`config.mk`:
```
export PLATFORM = sky130hd
export DESIGN_NAME = byte_fifo_wm
export DESIGN_NICKNAME = d
export VERILOG_FILES = /design/src/rtl/byte_fifo_wm_pkg.sv /design/src/rtl/byte_fifo_store.sv /design/src/rtl/byte_fifo_ctrl.sv /design/src/rtl/byte_fifo_levels.sv /design/src/rtl/byte_fifo_wm.sv
export SDC_FILE = /design/constraint.sdc
export NUM_CORES = 1
export LEC_CHECK = 0
export BUFFER_PORTS_ARGS = -buffer_cell sky130_fd_sc_hd__buf_2
export CAP_MARGIN = 25
export CORE_MARGIN = 4
export CORE_UTILIZATION = 55
export CTS_BUF_LIST = sky130_fd_sc_hd__clkbuf_16
export CTS_CLUSTER_SIZE = 28
export DETAILED_ROUTE_END_ITERATION = 8
export PLACE_DENSITY = 0.68
export RECOVER_POWER = 25
export SLEW_MARGIN = 20
export SYNTH_ARGS = -nofsm -noshare
export SYNTH_HDL_FRONTEND = slang
export SYNTH_SLANG_ARGS = --single-unit
```
`constraint.sdc`:
```
create_clock -name clk -period 9.8 [get_ports clk]
set_input_delay 0.98 -clock clk [delete_from_list [all_inputs] [get_ports clk]]
set_output_delay 0.98 -clock clk [all_outputs]
set_load 0.03 [all_outputs]
```
`src/rtl/byte_fifo_wm_pkg.sv`:
```
package byte_fifo_wm_pkg;

    // Which port, if any, owns the storage write in a cycle.
    typedef enum logic [1:0] {
        SRC_NONE = 2'd0,
        SRC_HOST = 2'd1,
        SRC_ENG  = 2'd2
    } wr_src_e;

    // Next position in a circular buffer of the given depth.
    function automatic int unsigned ring_next(input int unsigned ptr, input int unsigned depth);
        return (ptr == depth - 1) ? 0 : ptr + 1;
    endfunction

endpackage

```
`src/rtl/byte_fifo_store.sv`:
```
module byte_fifo_store #(
    parameter int DEPTH = 64,
    parameter int W     = 8,
    localparam int AW   = (DEPTH > 1) ? $clog2(DEPTH) : 1
) (
    input  logic          clk,
    input  logic          we,
    input  logic [AW-1:0] waddr,
    input  logic [W-1:0]  wdata,
    input  logic [AW-1:0] raddr,
    output logic [W-1:0]  rdata
);

    logic [W-1:0] mem_q [DEPTH];

    always_ff @(posedge clk) begin
        if (we) begin
            mem_q[waddr] <= wdata;
        end
    end

    assign rdata = mem_q[raddr];

endmodule

```
`src/rtl/byte_fifo_ctrl.sv`:
```
module byte_fifo_ctrl
    import byte_fifo_wm_pkg::*;
#(
    parameter int DEPTH = 64,
    localparam int AW   = (DEPTH > 1) ? $clog2(DEPTH) : 1,
    localparam int CW   = $clog2(DEPTH + 1)
) (
    input  logic          clk,
    input  logic          rst_n,
    input  logic          flush,
    input  logic          host_wr,
    input  logic          eng_wr,
    input  logic          host_rd,
    input  logic          eng_rd,
    output wr_src_e       wr_src,
    output logic [AW-1:0] wr_addr,
    output logic [AW-1:0] rd_addr,
    output logic [CW-1:0] count,
    output logic          empty,
    output logic          ovf
);

    typedef struct packed {
        logic [AW-1:0] wr_ptr;
        logic [AW-1:0] rd_ptr;
        logic [CW-1:0] count;
        logic          ovf;
    } ctrl_state_t;

    localparam logic [CW-1:0] FULL_CNT = CW'(DEPTH);

    ctrl_state_t st_d, st_q;
    logic        full;
    logic        want_wr;
    logic        want_rd;
    logic        do_push;
    logic        do_pop;

    always_comb begin
        st_d    = st_q;
        full    = (st_q.count == FULL_CNT);
        want_wr = host_wr | eng_wr;
        want_rd = host_rd | eng_rd;
        do_push = want_wr & ~full & ~flush;
        do_pop  = want_rd & (st_q.count != '0) & ~flush;

        // engine wins a write collision; the host byte is dropped
        if (!do_push) begin
            wr_src = SRC_NONE;
        end else if (eng_wr) begin
            wr_src = SRC_ENG;
        end else begin
            wr_src = SRC_HOST;
        end

        if (flush) begin
            st_d.wr_ptr = '0;
            st_d.rd_ptr = '0;
            st_d.count  = '0;
            st_d.ovf    = 1'b0;
        end else begin
            if (do_push) begin
                st_d.wr_ptr = AW'(ring_next(int'(st_q.wr_ptr), DEPTH));
            end
            if (do_pop) begin
                st_d.rd_ptr = AW'(ring_next(int'(st_q.rd_ptr), DEPTH));
            end
            case ({do_push, do_pop})
                2'b10:   st_d.count = st_q.count + 1'b1;
                2'b01:   st_d.count = st_q.count - 1'b1;
                default: st_d.count = st_q.count;
            endcase
            if (want_wr && full) begin
                st_d.ovf = 1'b1;
            end
        end
    end

    always_ff @(posedge clk or negedge rst_n) begin
        if (!rst_n) begin
            st_q <= '0;
        end else begin
            st_q <= st_d;
        end
    end

    assign wr_addr = st_q.wr_ptr;
    assign rd_addr = st_q.rd_ptr;
    assign count   = st_q.count;
    assign empty   = (st_q.count == '0);
    assign ovf     = st_q.ovf;

endmodule

```
`src/rtl/byte_fifo_levels.sv`:
```
module byte_fifo_levels #(
    parameter int DEPTH = 64,
    parameter int LW    = 6,
    localparam int CW   = $clog2(DEPTH + 1),
    localparam int MW   = ((CW > LW) ? CW : LW) + 1
) (
    input  logic [CW-1:0] count,
    input  logic [LW-1:0] level,
    output logic          hi,
    output logic          lo
);

    logic [MW-1:0] free_w;
    logic [MW-1:0] cnt_w;
    logic [MW-1:0] lvl_w;

    always_comb begin
        cnt_w  = MW'(count);
        lvl_w  = MW'(level);
        free_w = MW'(DEPTH) - cnt_w;
        hi     = (free_w <= lvl_w);
        lo     = (cnt_w <= lvl_w);
    end

endmodule

```
`src/rtl/byte_fifo_wm.sv`:
```
module byte_fifo_wm
    import byte_fifo_wm_pkg::*;
#(
    parameter int DEPTH = 64,
    parameter int W     = 8,
    parameter int LW    = 6,
    localparam int AW   = (DEPTH > 1) ? $clog2(DEPTH) : 1,
    localparam int CW   = $clog2(DEPTH + 1)
) (
    input  logic          clk,
    input  logic          rst_n,
    input  logic          flush,
    input  logic [LW-1:0] water_level,
    input  logic          host_wr,
    input  logic [W-1:0]  host_wdata,
    input  logic          host_rd,
    output logic [W-1:0]  host_rdata,
    input  logic          eng_wr,
    input  logic [W-1:0]  eng_wdata,
    input  logic          eng_rd,
    output logic [W-1:0]  eng_rdata,
    output logic [CW-1:0] fill_count,
    output logic          hi_alert,
    output logic          lo_alert,
    output logic          overflow
);

    wr_src_e       wr_src;
    logic [AW-1:0] wr_addr;
    logic [AW-1:0] rd_addr;
    logic          empty;
    logic [W-1:0]  wr_byte;
    logic [W-1:0]  head_byte;
    logic [W-1:0]  shown_byte;

    byte_fifo_ctrl #(.DEPTH(DEPTH)) u_ctrl (
        .clk     (clk),
        .rst_n   (rst_n),
        .flush   (flush),
        .host_wr (host_wr),
        .eng_wr  (eng_wr),
        .host_rd (host_rd),
        .eng_rd  (eng_rd),
        .wr_src  (wr_src),
        .wr_addr (wr_addr),
        .rd_addr (rd_addr),
        .count   (fill_count),
        .empty   (empty),
        .ovf     (overflow)
    );

    always_comb begin
        wr_byte = (wr_src == SRC_ENG) ? eng_wdata : host_wdata;
    end

    byte_fifo_store #(.DEPTH(DEPTH), .W(W)) u_store (
        .clk   (clk),
        .we    (wr_src != SRC_NONE),
        .waddr (wr_addr),
        .wdata (wr_byte),
        .raddr (rd_addr),
        .rdata (head_byte)
    );

    byte_fifo_levels #(.DEPTH(DEPTH), .LW(LW)) u_levels (
        .count (fill_count),
        .level (water_level),
        .hi    (hi_alert),
        .lo    (lo_alert)
    );

    assign shown_byte = empty ? '0 : head_byte;
    assign host_rdata = shown_byte;
    assign eng_rdata  = shown_byte;

endmodule

```
* After elaboration in Yosys (flattened, before gate mapping)
Memories as Yosys holds them, arrays and structs flattened. Index checks and enable logic that the tools add are counted.
Cells by class: add/subtract/negate cells 5, magnitude comparators 2, equal/unequal tests 6, mux-type cells 13, bitwise operators 8, reduce and logical (&&, ||, !) cells 8
Operators by type and width (number):
- $mux 6 | 4
- $mux 20 | 1
- $mux 8 | 2
- $pmux 7 s2 | 1
- $add 6x1->6 const B | 2
- $eq 6x6->1 const B | 2
- $le 8x6->1 | 1
- $reduce_bool 2->1 | 4
- $sub 7x7->8 const A | 1
- $add 7x1->7 const B | 1
- $eq 7x7->1 const B | 1
- $le 7x6->1 | 1
- $logic_not 7->1 | 1
- $reduce_bool 7->1 | 1
- $sub 7x1->7 const B | 1
- $and 1x1->1 | 4
- $eq 2x2->1 const B | 2
- $mux 2 | 2
- $mux 1 | 3
- $reduce_bool 3->1 | 1
- $eq 2x1->1 const B | 1
- $not 1->1 | 2
- $or 1x1->1 | 2
- $logic_and 1x1->1 | 1
Storage, ports and cells: flip-flop bits (word level) 20, RAM bits 512, input bits 29, output and inout port bits 26, logic and storage cells 47, memories kept 1
Memories:
- u_store.mem_q | words 64, width 8, rd ports 1, clocked after Yosys merged registers in 0, write ports 1, line byte_fifo_store.sv:14 | logic [W-1:0] mem_q [DEPTH];

* Depth between registers and ports, before layout
word-level depth 8, gate-level depth with buffers 14, mapped depth without buffers 13

* Hierarchy
A second synthesis with hierarchy kept.
Unflattened totals: cell total of the unflattened synthesis 1144, area total of the unflattened synthesis 21904.8 um^2
By module, submodules not included:
- byte_fifo_store | times used 1, cells an instance 932, area each 20006.7 um^2, seq. area each 15374.7 um^2
- byte_fifo_ctrl | times used 1, cells an instance 136, area each 1257.5 um^2, seq. area each 500.5 um^2
- byte_fifo_levels | times used 1, cells an instance 49, area each 379.1 um^2, seq. area each 0.0 um^2
- byte_fifo_wm | times used 1, cells an instance 27, area each 261.5 um^2, seq. area each 0.0 um^2

* Worst setup path after synthesis
No wires, ideal clock.
kind reg-to-output, start point reg u_ctrl.st_q, in the netlist u_ctrl.count[2], end point out hi_alert, arrival time 2621 ps, required time 8820 ps, setup slack 6199 ps, cell stages (with the launch flop) 10, path buffers 2, cells stage by stage dfrtp_1 buf_6 or3_1 buf_6 nor3_1 xnor2_1 ha_1 nand3_1 or2_2 a21oi_1
On the way: longest elaborated chain between the ends 2
RTL lines:
- start, declared | line byte_fifo_ctrl.sv:32 | ctrl_state_t st_d, st_q;
- start signal, assigned | line byte_fifo_ctrl.sv:83 | st_q <= st_d;
- $sub 7x7->8 | line byte_fifo_levels.sv:20 | free_w = MW'(DEPTH) - cnt_w;
- $le 8x6->1 | line byte_fifo_levels.sv:21 | hi = (free_w <= lvl_w);
- end, declared | line byte_fifo_wm.sv:23 | output logic hi_alert,
Every way passes these cells.

* Final worst setup path
start point reg u_ctrl.st_q, in the netlist u_ctrl.count[1], end point mem u_store.mem_q[3][7], data pin
On the way: longest elaborated chain between the ends 7
RTL lines:
- $eq 7x7->1 | line byte_fifo_ctrl.sv:41 | full = (st_q.count == FULL_CNT);
- $not 1->1 | line byte_fifo_ctrl.sv:44 | do_push = want_wr & ~full & ~flush;
- $and 1x1->1 (2 in series) | line byte_fifo_ctrl.sv:44
- $mux 2 | line byte_fifo_ctrl.sv:48 | if (!do_push) begin
- $eq 2x2->1 | line byte_fifo_wm.sv:53 | wr_byte = (wr_src == SRC_ENG) ? eng_wdata : host_wdata;
- $mux 8 | line byte_fifo_wm.sv:53
- via u_store.wdata[7] | line byte_fifo_store.sv:9 | input logic [W-1:0] wdata,
- end, declared | line byte_fifo_store.sv:14
The timed path passes the listed nets, and every way through them passes these cells.

==> Implementation_results.wiki <==
{| class="wikitable"
! Metric !! Value
|-
| Area post-placement || 22400 um^2
|-
| Final standard cell count with taps included and fillers excluded || 1730
|-
| Avg Inst Size Synth || 19.4 um^2
|-
| Required time reported for the critical path endpoint || 9.76 ns
|-
| Total number of nets in the final design || around 1.2k
|-
| Clock period minus worst slack || 5.45 ns
|-
| Part of the total power dissipated in the clock network || 31.5%
|-
| Vertical die dimension || 207 um
|-
| Final Max Tran Viols || between 150 and 200
|-
| Critical Path Sink || u_store.mem_q[3][7]
|-
| Arrival time at the worst endpoint || 5.41 ns
|-
| Synth Area in Adders || 0.924%
|-
| Share of total power in sequential cells || between 40 and 50%
|-
| Aggregate global-route resource usage || 22.3%
|-
| Combinational fraction of design power || 24.5%
|-
| HPWL after detailed placement || roughly 27 mm
|-
| Fmax || ~180 MHz
|-
| Total chip power || slightly above 6 mW
|-
| Setup TNS after final layout || 0 ns
|-
| Setup repair after global routing missed its margin || no
|-
| Synthesized netlist net count || 1164
|-
| Total number of clock tree sinks || 532
|-
| Final clock period utilization by the worst path || between 50% and 60%
|-
| Xor/xnor cell area share of the yosys netlist || 0.525%
|-
| Leak Pwr || 7.52 nW
|-
| Signed area change from the synthesized netlist to the final layout || 10.8%
|-
| Worst R2R Start || u_ctrl.count[1]
|-
| Placed Cells || roughly 1.6k
|-
| Cell breakdown of the critical path || inv_1, ha_1, nor2b_1, a311oi_1, nand2_1, mux2_2, clkbuf_1
|-
| Main combinational cell family by area after synthesis || multiplexers
|-
| Average vias per placed instance || ~6.2
|-
| Cell area after layout || around 24000 um^2
|-
| Result of the run || complete, but fails checks
|-
| IO Port Bufs || 54
|-
| Depth of the worst register-to-register path || 7
|-
| Number of buffers added for setup after CTS || 0
|-
| Cell Rows || 72
|-
| Clock-pin slew on the worst setup and hold paths || 0.06 ns
|-
| Total of cells resized after clock tree synthesis || 0
|-
| Die footprint || 42600 um^2
|-
| Synth cell types || 56
|-
| Total Routed Length || 46.1 mm
|-
| Clock buffers created by TritonCTS || 52
|-
| Pin count of the biggest net entering global routing || 112
|-
| Hold_buf cts || 0
|-
| Prevailing post-synth register cell || edfxtp_1
|-
| Capturing element type of the critical path || flop
|-
| Flip-flop and latch count after synthesis || 532
|-
| Worst-margin pin slew || 2.90 ns
|-
| Final worst clock skew || 0.0230 ns
|-
| Max-cap violations || 3
|-
| Standard cell core area || 38800 um^2
|-
| Placer congestion estimate || 0.778
|-
| Effective utilization at floorplan || 55.8%
|-
| Critical Path Source Type || flop
|-
| Area of the mapped netlist || around 22000 um^2
|-
| Int Pwr || 4.34 mW
|-
| Number of detailed-routing iterations run before antenna repair || 5
|-
| # H-tree levels || 2
|-
| Diodes inserted || 0
|-
| Number of antenna violations at the first check in global routing || 0
|-
| Delay of the slowest cell on the worst path || 2.01 ns
|-
| Commonest cells after routing, fill and taps aside || edfxtp_1 (512), mux4_2 (128), nor2_1 (91)
|-
| Violated checks || capacitance limit, slew limit
|-
| Share of layout cells above drive strength 1 || 22.7%
|-
| Switching power || 1.79 mW
|-
| Slowest cell on crit path || clkbuf_1
|-
| Multiplexer share of the synthesized area || 16.7%
|-
| Number of ports placed on the die boundary || 55
|-
| Setup Viol. Count Final || 0
|-
| GR Overflow Total || 0
|-
| Post-route ant nets || 0
|-
| First-pass GRT wire length || about 70 mm
|-
| Instance count of the mapped netlist || 1119
|-
| CTS tree || built
|-
| Critical path class || reg2reg
|-
| X dimension of the die || between 200 and 250 um
|-
| Clock Tree Root || clkbuf_16
|-
| Insertion delay of the later-clocked pin in the worst-skew pair || ~0.6 ns
|-
| Synth Area in Compound Gates || 3.11%
|-
| Share of synthesized cell area in and, or, nand and nor gates || 3.80%
|-
| Count of yosys warnings during synthesis || 0
|-
| Max FO, Critical Path || 64
|-
| DRC marker count from the first detailed-route iteration || 1013
|-
| Clock tree buffer depth || 3
|-
| Routed wirelength normalized by instance count || 26.7 um
|-
| Hold crit path type || reg2reg
|-
| Worst setup path start || u_ctrl.count[1]
|-
| Endpoint of the worst-slack reg-to-reg timing path || u_store.mem_q[3][7]
|-
| Max_slew headroom || -93.1%
|-
| Most common cell after layout, fill and taps aside || edfxtp_1
|-
| Proportion of register bits with asynchronous set or reset after synthesis || 3.76%
|-
| Net switching share of the total power || 29.2%
|-
| Number of failing hold endpoints at the final stage || 0
|-
| Pwr per Cell Area || 255 nW/um^2
|-
| Sequential element share of the synthesized area || 73.2%
|-
| Count of flip-flops with a built-in enable after synthesis || 512
|-
| Worst-case vdd ir drop || roughly 0.00016 V
|-
| Via count || 10.8k
|-
| Register-to-Register Setup Slack || 4.35 ns
|-
| Drt drc || 0
|-
| Number of global-route vias before repair || 10.8k
|}
-- layout make-up --
class	instances	area [um^2]
Clock buffer	54	1350
Clock inverter	43	323
Fill cell	2705	14800
Inverter	9	33.8
Multi-Input combinational cell	506	5420
Sequential cell	532	15900
Tap cell	518	648
Timing Repair Buffer	68	364
-- power by group through the flow --
stage | Combinational [mW] | Clock (mW) | Sequential [mW]
final | 1.50 | 1.93 | 2.70
after CTS | 1.53 | 1.97 | 2.70
after detailed placement | 1.53 | 0 | 2.75
after floorplan | 1.23 | 0 | 2.67
after global routing | 1.63 | 2.07 | 2.71
after global placement | 1.51 | 0 | 2.74
-- cells in the mapped netlist (3+ instances only) --
library cell	n	area share (%)
mux2i_1	64	3.0
nand3_1	12	0.28
buf_2	16	0.37
buf_1	14	0.24
xor2_1	8	0.32
inv_1	9	0.16
edfxtp_1	512	71
o22ai_1	9	0.26
a21oi_1	14	0.32
dfrtp_1	20	2.3
a22oi_1	32	1.1
nor2_1	91	1.6
o21ai_0	14	0.32
nor2b_1	4	0.12
buf_4	9	0.31
or2_2	5	0.14
xnor2_1	5	0.20
nand2_1	33	0.57
mux2_2	8	0.42
a211oi_1	3	0.10
clkbuf_1	31	0.54
nand3b_1	5	0.17
or3_1	3	0.087
ha_1	16	0.92
mux4_2	128	13
nor3_1	9	0.21
a21o_1	4	0.14
-- registers in the layout, indices dropped and copies added, names as in the netlist --
register	flops
u_ctrl.ovf	1
u_ctrl.count	7
u_store.mem_q	512
u_ctrl.rd_addr	6
u_ctrl.wr_addr	6
-- cells by family (layout without fill, tap and decap cells) --
family          after synthesis  in the layout
compound gates               98             98
xor+xnor                     13             13
flops                       532            532
mux                         200            200
buf+inv                      81            174
simple gates                179            179
fa+ha+maj                    16             16
-- through the flow --
| stage | worst slack, ns | util [%] | hold WS (ns) |
|---|---|---|---|
| after detailed placement | 5.00 | 57.7 | 0.484 |
| final | 4.35 | 61.9 | 0.507 |
| after global routing | 3.85 | 61.9 | 0.524 |
| after floorplan | 6.20 | - | 0.486 |
| after global placement | 4.98 | 57.7 | 0.479 |
| after CTS | 4.36 | 62.0 | 0.344 |
-- critical path, delay by kind of cell, from the launching register on --
family / cells / cell delay, ns
fa+ha+maj: 1 / 0.29
compound gates: 1 / 0.76
simple gates: 2 / 0.68
flops: 1 / 0.53
mux: 1 / 0.33
buf+inv: 2 / 2.15
-- routing by layer --
metal / track usage, % / wire (um) / up-vias
met5: 0 / 0 / -
met4: 5.23 / 867 / 0
met3: 4.50 / 3870 / 63
met2: 33.8 / 21900 / 436
met1: 34.3 / 19500 / 5637
li1: - / - / 4660
-- how the worst min path moves through the flow --
stage                      startpoint                 to  slack [ns]  cells after the start
floorplan           u_ctrl.rd_addr[5]  u_ctrl.rd_addr[5]        0.49                      1
global placement           u_ctrl.ovf         u_ctrl.ovf        0.48                      2
detailed placement         u_ctrl.ovf         u_ctrl.ovf        0.48                      2
CTS                             rst_n         u_ctrl.ovf        0.34                      1
global route               u_ctrl.ovf         u_ctrl.ovf        0.52                      2
finish                     u_ctrl.ovf         u_ctrl.ovf        0.51                      2
Power figures use the tool's default switching activity.
